$ cat config.mk
export PLATFORM = sky130hd
export DESIGN_NAME = dual_gpio_ctrl
export DESIGN_NICKNAME = d
export VERILOG_FILES = /design/src/rtl/gpio_pkg.sv /design/src/rtl/gpio_addr_decode.sv /design/src/rtl/gpio_port.sv /design/src/rtl/dual_gpio_ctrl.sv
export SDC_FILE = /design/constraint.sdc
export NUM_CORES = 1
export LEC_CHECK = 0
export ABC_AREA = 0
export ABC_CLOCK_PERIOD_IN_PS = 2620
export BUFFER_PORTS_ARGS = -buffer_cell sky130_fd_sc_hd__buf_2
export CAP_MARGIN = 20
export CORE_ASPECT_RATIO = 1.5
export CORE_MARGIN = 8
export CORE_UTILIZATION = 49
export DETAILED_ROUTE_END_ITERATION = 6
export PLACE_DENSITY = 0.83
export SETUP_SLACK_MARGIN = 0.3
export SKIP_CTS_REPAIR_TIMING = 1
export SLEW_MARGIN = 0
export SYNTH_ARGS = -nofsm -noshare
export SYNTH_HDL_FRONTEND = slang
export SYNTH_SLANG_ARGS = --single-unit
$ cat constraint.sdc
create_clock -name clk -period 2.62 [get_ports clk]
set_clock_uncertainty 0.05 [all_clocks]
set_input_delay 0.393 -clock clk [delete_from_list [all_inputs] [get_ports clk]]
set_output_delay 0.393 -clock clk [all_outputs]
set_load 0.02 [all_outputs]
$ cat src/rtl/gpio_pkg.sv
package gpio_pkg;

  localparam int PINS   = 16;
  localparam int BUS_W  = 32;
  localparam logic [1:0] SZ_HALF = 2'd1;
  localparam logic [1:0] SZ_WORD = 2'd2;

  // Drive-enable bits sit at even positions of the configuration word.
  function automatic logic [PINS-1:0] cfg_drive(input logic [2*PINS-1:0] cfg);
    logic [PINS-1:0] r;
    for (int i = 0; i < PINS; i++) r[i] = cfg[2*i];
    return r;
  endfunction

  // Pull-up bits sit at odd positions of the configuration word.
  function automatic logic [PINS-1:0] cfg_pull(input logic [2*PINS-1:0] cfg);
    logic [PINS-1:0] r;
    for (int i = 0; i < PINS; i++) r[i] = cfg[2*i+1];
    return r;
  endfunction

  function automatic logic [PINS-1:0] pin_level(
    input logic [2*PINS-1:0] cfg,
    input logic [PINS-1:0]   latch,
    input logic [PINS-1:0]   pdir,
    input logic [PINS-1:0]   pdat
  );
    logic [PINS-1:0] drv;
    logic [PINS-1:0] pul;
    drv = cfg_drive(cfg);
    pul = cfg_pull(cfg);
    return (drv & latch) | (pdir & pdat) | (pul & ~(drv | pdir));
  endfunction

endpackage

$ cat src/rtl/gpio_addr_decode.sv
module gpio_addr_decode #(
  parameter int ADDR_W = 8,
  parameter int NPORT  = 2
) (
  input  logic              req_valid,
  input  logic [ADDR_W-1:0] req_addr,
  input  logic [1:0]        req_size,
  output logic [NPORT-1:0]  hit_cfg,
  output logic [NPORT-1:0]  hit_dat,
  output logic              hit_ictl,
  output logic              bad
);
  import gpio_pkg::*;

  localparam int STRIDE    = 8;
  localparam int ICTL_OFFS = NPORT * STRIDE;

  for (genvar p = 0; p < NPORT; p++) begin : g_port_dec
    localparam logic [ADDR_W-1:0] CFG_OFFS = ADDR_W'(p * STRIDE);
    localparam logic [ADDR_W-1:0] DAT_OFFS = ADDR_W'(p * STRIDE + 4);
    assign hit_cfg[p] = req_valid && (req_addr == CFG_OFFS) && (req_size == SZ_WORD);
    assign hit_dat[p] = req_valid && (req_addr == DAT_OFFS) && (req_size == SZ_HALF);
  end

  assign hit_ictl = req_valid && (req_addr == ADDR_W'(ICTL_OFFS)) && (req_size == SZ_HALF);
  assign bad      = req_valid && !(|hit_cfg) && !(|hit_dat) && !hit_ictl;

endmodule

$ cat src/rtl/gpio_port.sv
module gpio_port #(
  parameter int PINS  = gpio_pkg::PINS,
  parameter int BUS_W = gpio_pkg::BUS_W
) (
  input  logic              clk,
  input  logic              rst_n,
  input  logic              wr_cfg,
  input  logic              wr_dat,
  input  logic [BUS_W-1:0]  wdata,
  input  logic [PINS-1:0]   per_dir,
  input  logic [PINS-1:0]   per_dat,
  output logic [2*PINS-1:0] cfg_q,
  output logic [PINS-1:0]   level,
  output logic              chg,
  output logic [PINS-1:0]   old_lvl,
  output logic [PINS-1:0]   new_lvl
);
  import gpio_pkg::*;

  localparam int CW = 2 * PINS;

  logic [PINS-1:0] latch_q;
  logic [CW-1:0]   cfg_nx;
  logic [PINS-1:0] latch_nx;
  logic [PINS-1:0] level_nx;
  logic            wr_any;
  logic            chg_q;
  logic [PINS-1:0] old_q;
  logic [PINS-1:0] new_q;

  assign wr_any   = wr_cfg || wr_dat;
  assign cfg_nx   = wr_cfg ? wdata[CW-1:0] : cfg_q;
  assign latch_nx = wr_dat ? wdata[PINS-1:0] : latch_q;
  assign level    = pin_level(cfg_q, latch_q, per_dir, per_dat);
  assign level_nx = pin_level(cfg_nx, latch_nx, per_dir, per_dat);

  always_ff @(posedge clk) begin
    if (!rst_n) begin
      cfg_q   <= '0;
      latch_q <= '0;
      chg_q   <= 1'b0;
      old_q   <= '0;
      new_q   <= '0;
    end else begin
      cfg_q   <= cfg_nx;
      latch_q <= latch_nx;
      chg_q   <= wr_any && (level_nx != level);
      if (wr_any) begin
        old_q <= level;
        new_q <= level_nx;
      end
    end
  end

  assign chg     = chg_q;
  assign old_lvl = old_q;
  assign new_lvl = new_q;

  assert_pulse_needs_write_R5: assert property (@(posedge clk) disable iff (!rst_n)
    !wr_any |=> !chg);

  assert_pulse_has_diff_R5: assert property (@(posedge clk) disable iff (!rst_n)
    chg |-> (old_lvl != new_lvl));

  assert_new_matches_pins_R3: assert property (@(posedge clk) disable iff (!rst_n)
    wr_any |=> ((new_lvl == level) || !$stable(per_dir) || !$stable(per_dat)));

endmodule

$ cat src/rtl/dual_gpio_ctrl.sv
module dual_gpio_ctrl #(
  parameter int ADDR_W = 8,
  parameter int PINS   = gpio_pkg::PINS
) (
  input  logic              clk,
  input  logic              rst_n,
  input  logic              req_valid,
  input  logic              req_write,
  input  logic [ADDR_W-1:0] req_addr,
  input  logic [1:0]        req_size,
  input  logic [31:0]       req_wdata,
  output logic              rsp_valid,
  output logic              rsp_err,
  output logic [31:0]       rsp_rdata,
  input  logic [PINS-1:0]   per_dir_a,
  input  logic [PINS-1:0]   per_dat_a,
  input  logic [PINS-1:0]   per_dir_b,
  input  logic [PINS-1:0]   per_dat_b,
  output logic [PINS-1:0]   pin_a,
  output logic [PINS-1:0]   pin_b,
  output logic              chg_a,
  output logic [PINS-1:0]   old_a,
  output logic [PINS-1:0]   new_a,
  output logic              chg_b,
  output logic [PINS-1:0]   old_b,
  output logic [PINS-1:0]   new_b,
  output logic              unsup_err
);
  import gpio_pkg::*;

  localparam int NPORT  = 2;
  localparam int BW     = 32;
  localparam int CW     = 2 * PINS;
  localparam int ICTL_W = 16;

  logic [NPORT-1:0]           hit_cfg;
  logic [NPORT-1:0]           hit_dat;
  logic                       hit_ictl;
  logic                       dec_bad;
  logic [NPORT-1:0][PINS-1:0] pdir_v;
  logic [NPORT-1:0][PINS-1:0] pdat_v;
  logic [NPORT-1:0][CW-1:0]   cfg_v;
  logic [NPORT-1:0][PINS-1:0] lvl_v;
  logic [NPORT-1:0]           chg_v;
  logic [NPORT-1:0][PINS-1:0] old_v;
  logic [NPORT-1:0][PINS-1:0] new_v;
  logic [ICTL_W-1:0]          ictl_q;
  logic [BW-1:0]              rd_mux;
  logic                       ictl_wr;
  logic                       ictl_nonzero;
  logic                       rsp_valid_q;
  logic                       rsp_err_q;
  logic [BW-1:0]              rsp_rdata_q;
  logic                       unsup_q;

  gpio_addr_decode #(.ADDR_W(ADDR_W), .NPORT(NPORT)) u_dec (
    .req_valid (req_valid),
    .req_addr  (req_addr),
    .req_size  (req_size),
    .hit_cfg   (hit_cfg),
    .hit_dat   (hit_dat),
    .hit_ictl  (hit_ictl),
    .bad       (dec_bad)
  );

  assign pdir_v[0] = per_dir_a;
  assign pdat_v[0] = per_dat_a;
  assign pdir_v[1] = per_dir_b;
  assign pdat_v[1] = per_dat_b;

  for (genvar p = 0; p < NPORT; p++) begin : g_port
    gpio_port #(.PINS(PINS), .BUS_W(BW)) u_port (
      .clk     (clk),
      .rst_n   (rst_n),
      .wr_cfg  (hit_cfg[p] && req_write),
      .wr_dat  (hit_dat[p] && req_write),
      .wdata   (req_wdata),
      .per_dir (pdir_v[p]),
      .per_dat (pdat_v[p]),
      .cfg_q   (cfg_v[p]),
      .level   (lvl_v[p]),
      .chg     (chg_v[p]),
      .old_lvl (old_v[p]),
      .new_lvl (new_v[p])
    );
  end

  always_comb begin
    rd_mux = '0;
    for (int p = 0; p < NPORT; p++) begin
      if (hit_cfg[p]) rd_mux = BW'(cfg_v[p]);
      if (hit_dat[p]) rd_mux = BW'(lvl_v[p]);
    end
    if (hit_ictl) rd_mux = BW'(ictl_q);
  end

  assign ictl_wr      = hit_ictl && req_write;
  assign ictl_nonzero = (req_wdata[ICTL_W-1:0] != '0);

  always_ff @(posedge clk) begin
    if (!rst_n) begin
      ictl_q      <= '0;
      rsp_valid_q <= 1'b0;
      rsp_err_q   <= 1'b0;
      rsp_rdata_q <= '0;
      unsup_q     <= 1'b0;
    end else begin
      if (ictl_wr) ictl_q <= req_wdata[ICTL_W-1:0];
      rsp_valid_q <= req_valid;
      rsp_err_q   <= dec_bad;
      rsp_rdata_q <= (req_valid && !req_write && !dec_bad) ? rd_mux : '0;
      unsup_q     <= ictl_wr && ictl_nonzero;
    end
  end

  assign rsp_valid = rsp_valid_q;
  assign rsp_err   = rsp_err_q;
  assign rsp_rdata = rsp_rdata_q;
  assign unsup_err = unsup_q;
  assign pin_a     = lvl_v[0];
  assign pin_b     = lvl_v[1];
  assign chg_a     = chg_v[0];
  assign old_a     = old_v[0];
  assign new_a     = new_v[0];
  assign chg_b     = chg_v[1];
  assign old_b     = old_v[1];
  assign new_b     = new_v[1];

  assert_err_selects_none_R8: assert property (@(posedge clk) disable iff (!rst_n)
    dec_bad |-> (!(|hit_cfg) && !(|hit_dat) && !hit_ictl));

  assert_err_keeps_state_R8: assert property (@(posedge clk) disable iff (!rst_n)
    dec_bad |=> ($stable(cfg_v) && $stable(ictl_q) && rsp_err));

  assert_single_target_R7: assert property (@(posedge clk) disable iff (!rst_n)
    $onehot0({hit_cfg, hit_dat, hit_ictl}));

  assert_rsp_follows_req_R10: assert property (@(posedge clk) disable iff (!rst_n)
    req_valid |=> rsp_valid);

  assert_no_rsp_idle_R10: assert property (@(posedge clk) disable iff (!rst_n)
    !req_valid |=> !rsp_valid);

  assert_unsup_nonzero_R9: assert property (@(posedge clk) disable iff (!rst_n)
    unsup_err |-> (ictl_q != '0));

endmodule

== Yosys cells after proc, flatten, opt, wreduce, memory -nomap -nowiden ==
Index checks and enable logic that the tools add are counted.

* Register bits after elaboration: 213
* Word-level logic and storage cells: 97
* Output and inout bits: 133
* Input port bits: 110

* Muxes and demuxes: 9
* Equality and inequality tests: 8
* Reductions and logical operators: 36
* Bitwise operators: 28

{| class="wikitable"
|+ Operators with widths
! cell !! number
|-
| OR 16 bit || 12
|-
| bitwise AND 16 bit || 10
|-
| 2-to-1 mux 32 bit || 5
|-
| 2-to-1 mux 16 bit || 4
|-
| NOT 16 bit || 4
|-
| != test 16 bit || 2
|-
| logical AND 1 bit || 23
|-
| equality test 8 x 4 -> 1 bit, second input constant || 2
|-
| nonzero test 16 bit || 1
|-
| equality test 8 x 3 -> 1 bit, second input constant || 1
|-
| equality test 8 x 5 -> 1 bit, second input constant || 1
|-
| logical NOT 8 bit || 1
|-
| logical NOT 1 bit || 5
|-
| OR reduction 2 bit || 2
|-
| OR reduction 4 bit || 1
|-
| equality test 2 x 1 -> 1 bit, second input constant || 1
|-
| equality test 2 bit, second input constant || 1
|-
| logical OR 1 bit || 2
|-
| NOT 1 bit || 2
|-
| AND reduction 2 bit || 1
|}

== Logic depth before layout (Yosys ltp) ==
* Depth after elaboration: 12
* Depth in mapped cells: 11
* Mapped depth without buffers: 8

== Modules after synthesis ==
Synthesis repeated with hierarchy kept, for this count alone.

* Cells, all modules: 1,220
* Area, all modules: 11,223.3 µm²

{| class="wikitable"
|+ Modules (own cells, without submodules)
! module !! area an instance (µm²) !! times used !! sequential area each (µm²) !! cells each
|-
| gpio_port || 4,386.7 || 2 || 1,621.6 || 484
|-
| dual_gpio_ctrl || 2,328.5 || 1 || 1,021.0 || 237
|-
| gpio_addr_decode || 121.4 || 1 || 0.0 || 15
|}

== Worst setup path before layout ==
Ideal clock, no wire load.

* Path type: input to register
* Start: input req_addr[1]
* End: register g_port[1].u_port.chg_q
* Setup time: 0.138 ns
* Path slack: 0.048 ns
* Buffers on the path: 1
* Stages on the path: 8
* Data required time: 2.432 ns
* Arrival time: 2.384 ns
* Cells stage by stage: or4_4 -> nor4_4 -> buf_6 -> mux2i_1 -> o211ai_2 -> xor2_1 -> nor4_2 -> a41oi_1

* Cells in the longest elaborated chain, start to end: 11
* Elaborated cells between the ends (all ways): 19
* Classes of those cells: eq/ne (3); mux (2); bitwise (6); reduce/logical (8)

{| class="wikitable"
|+ RTL lines
! what !! line !! RTL
|-
| start, declared || dual_gpio_ctrl.sv:9 || <nowiki>input logic [ADDR_W-1:0] req_addr,</nowiki>
|-
| equality test 8 x 4 -> 1 bit || gpio_addr_decode.sv:21 || <nowiki>assign hit_cfg[p] = req_valid && (req_addr == CFG_OFFS) && (req_size == SZ_WORD);</nowiki>
|-
| logical AND 1 bit (2 in series) || gpio_addr_decode.sv:21 ||
|-
| logical AND 1 bit || dual_gpio_ctrl.sv:75 || <nowiki>.wr_cfg (hit_cfg[p] && req_write),</nowiki>
|-
| 2-to-1 mux 32 bit || gpio_port.sv:32 || <nowiki>assign cfg_nx = wr_cfg ? wdata[CW-1:0] : cfg_q;</nowiki>
|-
| OR 16 bit || gpio_pkg.sv:32 || <nowiki>return (drv & latch) | (pdir & pdat) | (pul & ~(drv | pdir));</nowiki>
|-
| NOT 16 bit || gpio_pkg.sv:32 ||
|-
| bitwise AND 16 bit || gpio_pkg.sv:32 ||
|-
| OR 16 bit || gpio_pkg.sv:32 ||
|-
| != test 16 bit || gpio_port.sv:47 || <nowiki>chg_q <= wr_any && (level_nx != level);</nowiki>
|-
| logical AND 1 bit * || gpio_port.sv:47 ||
|-
| end signal, assigned || gpio_port.sv:47 ||
|-
| end, declared || gpio_port.sv:27 || <nowiki>logic chg_q;</nowiki>
|}

Every way passes the cells marked *; elsewhere a longest branch is shown, timed or not.
A chain may end at the register's enable or synchronous reset.

== Worst setup path after layout ==
* Start: input req_addr[0]
* End: register g_port[1].u_port.chg_q

The elaborated chain is that of the path after synthesis.

==> flow_summary.json <==
{
  "synth-warning-count": 0,
  "coreArea_um2": 20300,
  "ioPinCount": 243,
  "hpwl_um": 28500,
  "die_w_um": 133,
  "criticalPathCategory": "primary input to flop",
  "cp_slowest_cell": "or4_4",
  "clockRootBuffer": "clkbuf_16",
  "slew_headroom_pct": 55.7,
  "grt_max_degree": 125,
  "place_inst": 1743,
  "ys_top_cells_by_area": "dfxtp_1 (42%), nand2_1 (8.7%), mux2i_1 (6.3%)",
  "fp.dieH_um": 192,
  "period_share_pct": 89.4,
  "grt_usage_pct": 28.2,
  "cts-htree-levels": 1,
  "critPathMaxStageDelay_ns": 0.55,
  "max_freq_ghz": 0.427,
  "place_area_um2": 12400,
  "netlist_area_um2": 10100,
  "stdcell_count": 1803,
  "cellLeakagePower_nw": 5.91,
  "vdd_drop_max_v": 0.000480,
  "final_cell_mix": "buf_2 (240), nand2_1 (233), dfxtp_1 (213), nor2_1 (133), buf_4 (115)",
  "outcome": "finished, violations left",
  "layout.nets": 1626,
  "grt_first_pass_wirelength_um": 57100,
  "synthArstFlopShare_pct": 0,
  "syn_nets": 1304,
  "rsz0062_at_grt": "yes",
  "ys.flop_type": "dfxtp_1",
  "syn_area_per_cell_um2": 8.45,
  "place_congestion": 0.976,
  "slew_violations": 0,
  "maxCapViolCount": 0,
  "gr-total-overflow": 0,
  "grt_pass1_vias": 10700,
  "drt_first_pass_iters": 7,
  "start_util_pct": 49.6,
  "powerDensity_nw_per_um2": 519,
  "clkSlewWorstSetupHoldPaths_ns": 0.07,
  "netlist_instances": 1194,
  "drc": 7,
  "postRouteWirelength_um": 38500,
  "io_buffers": 242,
  "cp_cell_sequence": "buf_4, or4_4, nor4_4, buf_12, buf_8, nor2_4, a31oi_4, o221ai_2, xor2_2, nor4_2, a41oi_1",
  "total_power_mw": 7.00,
  "viasPerCell": 5.93,
  "rows": 64,
  "synth-edff-count": 0,
  "drtIter0Drc": 1155,
  "violations": "design-rule violations",
  "cts_tree": "yes",
  "multiInputGateArea_um2": 5710,
  "postRouteAntennaNets": 0,
  "fin_crit_ns": 2.34,
  "seq_area_um2": 4260,
  "clock_path_buffers": 3,
  "final_cell_area_um2": 13500,
  "cpLargestDelayFamily": "simple AND/OR/NAND/NOR gates",
  "worst-path-buf-inv": 3,
  "clock_sinks": 213,
  "post-synth-top-area-fraction_pct": 42.3,
  "numCtsBuffers": 21,
  "yosysTopAreaCell": "dfxtp_1",
  "antenna_found_initial": 10,
  "critPathArrivalTime_ns": 2.66,
  "cp_max_fo": 8,
  "crit_path_start_kind": "primary input",
  "clock_latency_ns": 0.51,
  "synth-seq-cells": 213,
  "fill_cells": 1674,
  "seq_area_frac_synth_pct": 42.3,
  "setup_violations": 0,
  "synth.distinct_cells": 65,
  "vias": 10700,
  "tightestPinTransition_ns": 0.665,
  "final_common_cell": "buf_2",
  "end_kind": "flop",
  "critPathRequiredTime_ns": 2.93,
  "layout-drive-gt1-share_pct": 30.2,
  "wl_per_cell_um": 21.4,
  "dieArea_um2": 25500,
  "finalHoldViolCount": 0,
  "area_growth_pct": 33.8,
  "hold_path.class": "primary input to flop"
}
==> state kept, by name, indices dropped and copies added (netlist names), 2 cells and up <==
name / cells
rsp_rdata: 32
g_port.u_port.cfg_q: 64
g_port.u_port.latch_q: 32
g_port.u_port.old_lvl: 32
g_port.u_port.chg: 2
ictl_q: 16
g_port.u_port.new_lvl: 32
==> where the power goes <==
| group | total, mW | switching (mW) | internal [mW] | leakage, nW |
|---|---|---|---|---|
| Clock | 3.10 | 1.32 | 1.78 | 0.348 |
| Combinational | 0.667 | 0.409 | 0.258 | 3.85 |
| Sequential | 3.24 | 0.00123 | 3.24 | 1.72 |
| Total | 7.00 | 1.73 | 5.28 | 5.91 |
==> cell families after synthesis <==
group / Yosys count / synth area share (%)
AO/OA/AOI/OAI: 236 / 17.9
XOR/XNOR: 32 / 2.78
buffers and inverters: 93 / 3.76
flip-flops: 213 / 42.3
multiplexers: 63 / 6.25
AND/OR/NAND/NOR: 557 / 27.0
==> layout make-up <==
cell class,instances,area share (%)
Tap cell,264,2.45
Sequential cell,213,31.6
Clock buffer,25,4.30
Clock inverter,12,0.880
Inverter,18,0.500
Timing Repair Buffer,374,17.8
Multi-Input combinational cell,888,42.3
Antenna cell,9,0.167
==> per-layer routing <==
metal  global-route usage (%)  vias up  share of wire, %
li1                         -     4845                 -
met4                     18.2        4               6.3
met1                     30.9     5096                36
met5                        0        -             0.088
met3                     6.68      151               9.5
met2                     48.1      592                48
==> worst paths after layout <==
path                             startpoint                    endpoint  slack [ns]  cells after the start
setup / recovery                req_addr[0]        g_port[1].u_port.chg        0.28                     11
hold / removal                req_wdata[27]  g_port[0].u_port.cfg_q[27]        0.10                      3
setup reg to reg  g_port[0].u_port.cfg_q[4]        g_port[0].u_port.chg        0.66                      7
hold reg to reg                  ictl_q[11]                  ictl_q[11]        0.40                      2
==> cell usage after synthesis (all sizes together) (7+ instances only) <==
master     n
nand4     10
xor2      12
a22o      16
dfxtp    213
nor3b     46
o211ai    15
nand2b    17
nor3      23
a221o     16
nor2     135
buf       15
o211a     11
nor4      12
or3       11
inv       18
nor2b     40
clkbuf    60
a221oi    19
nand2    233
o2111ai   14
xnor2     20
a21oi     58
a222oi     7
mux2i     63
a21boi    57
==> worst register-to-register path, delay by kind of cell (launching register included) <==
kind / cells / cell delay (ns)
AO/OA/AOI/OAI: 2 / 0.49
XOR/XNOR: 1 / 0.31
buffers and inverters: 1 / 0.15
flip-flops: 1 / 0.39
AND/OR/NAND/NOR: 3 / 0.45
==> through the flow <==
step	worst slack [ns]	TNS [ns]	hold slack (ns)	util [%]
2_1_floorplan	0.190	0	0.380	-
4_1_cts	0.225	0	0.0955	64.6
6_report	0.277	0	0.102	66.4
5_1_grt	0.234	0	0.108	66.4
3_3_place_gp	-0.204	-0.396	0.386	61.2
3_5_place_dp	-0.271	-0.507	0.396	61.2
(Power assumes the default switching activity.)
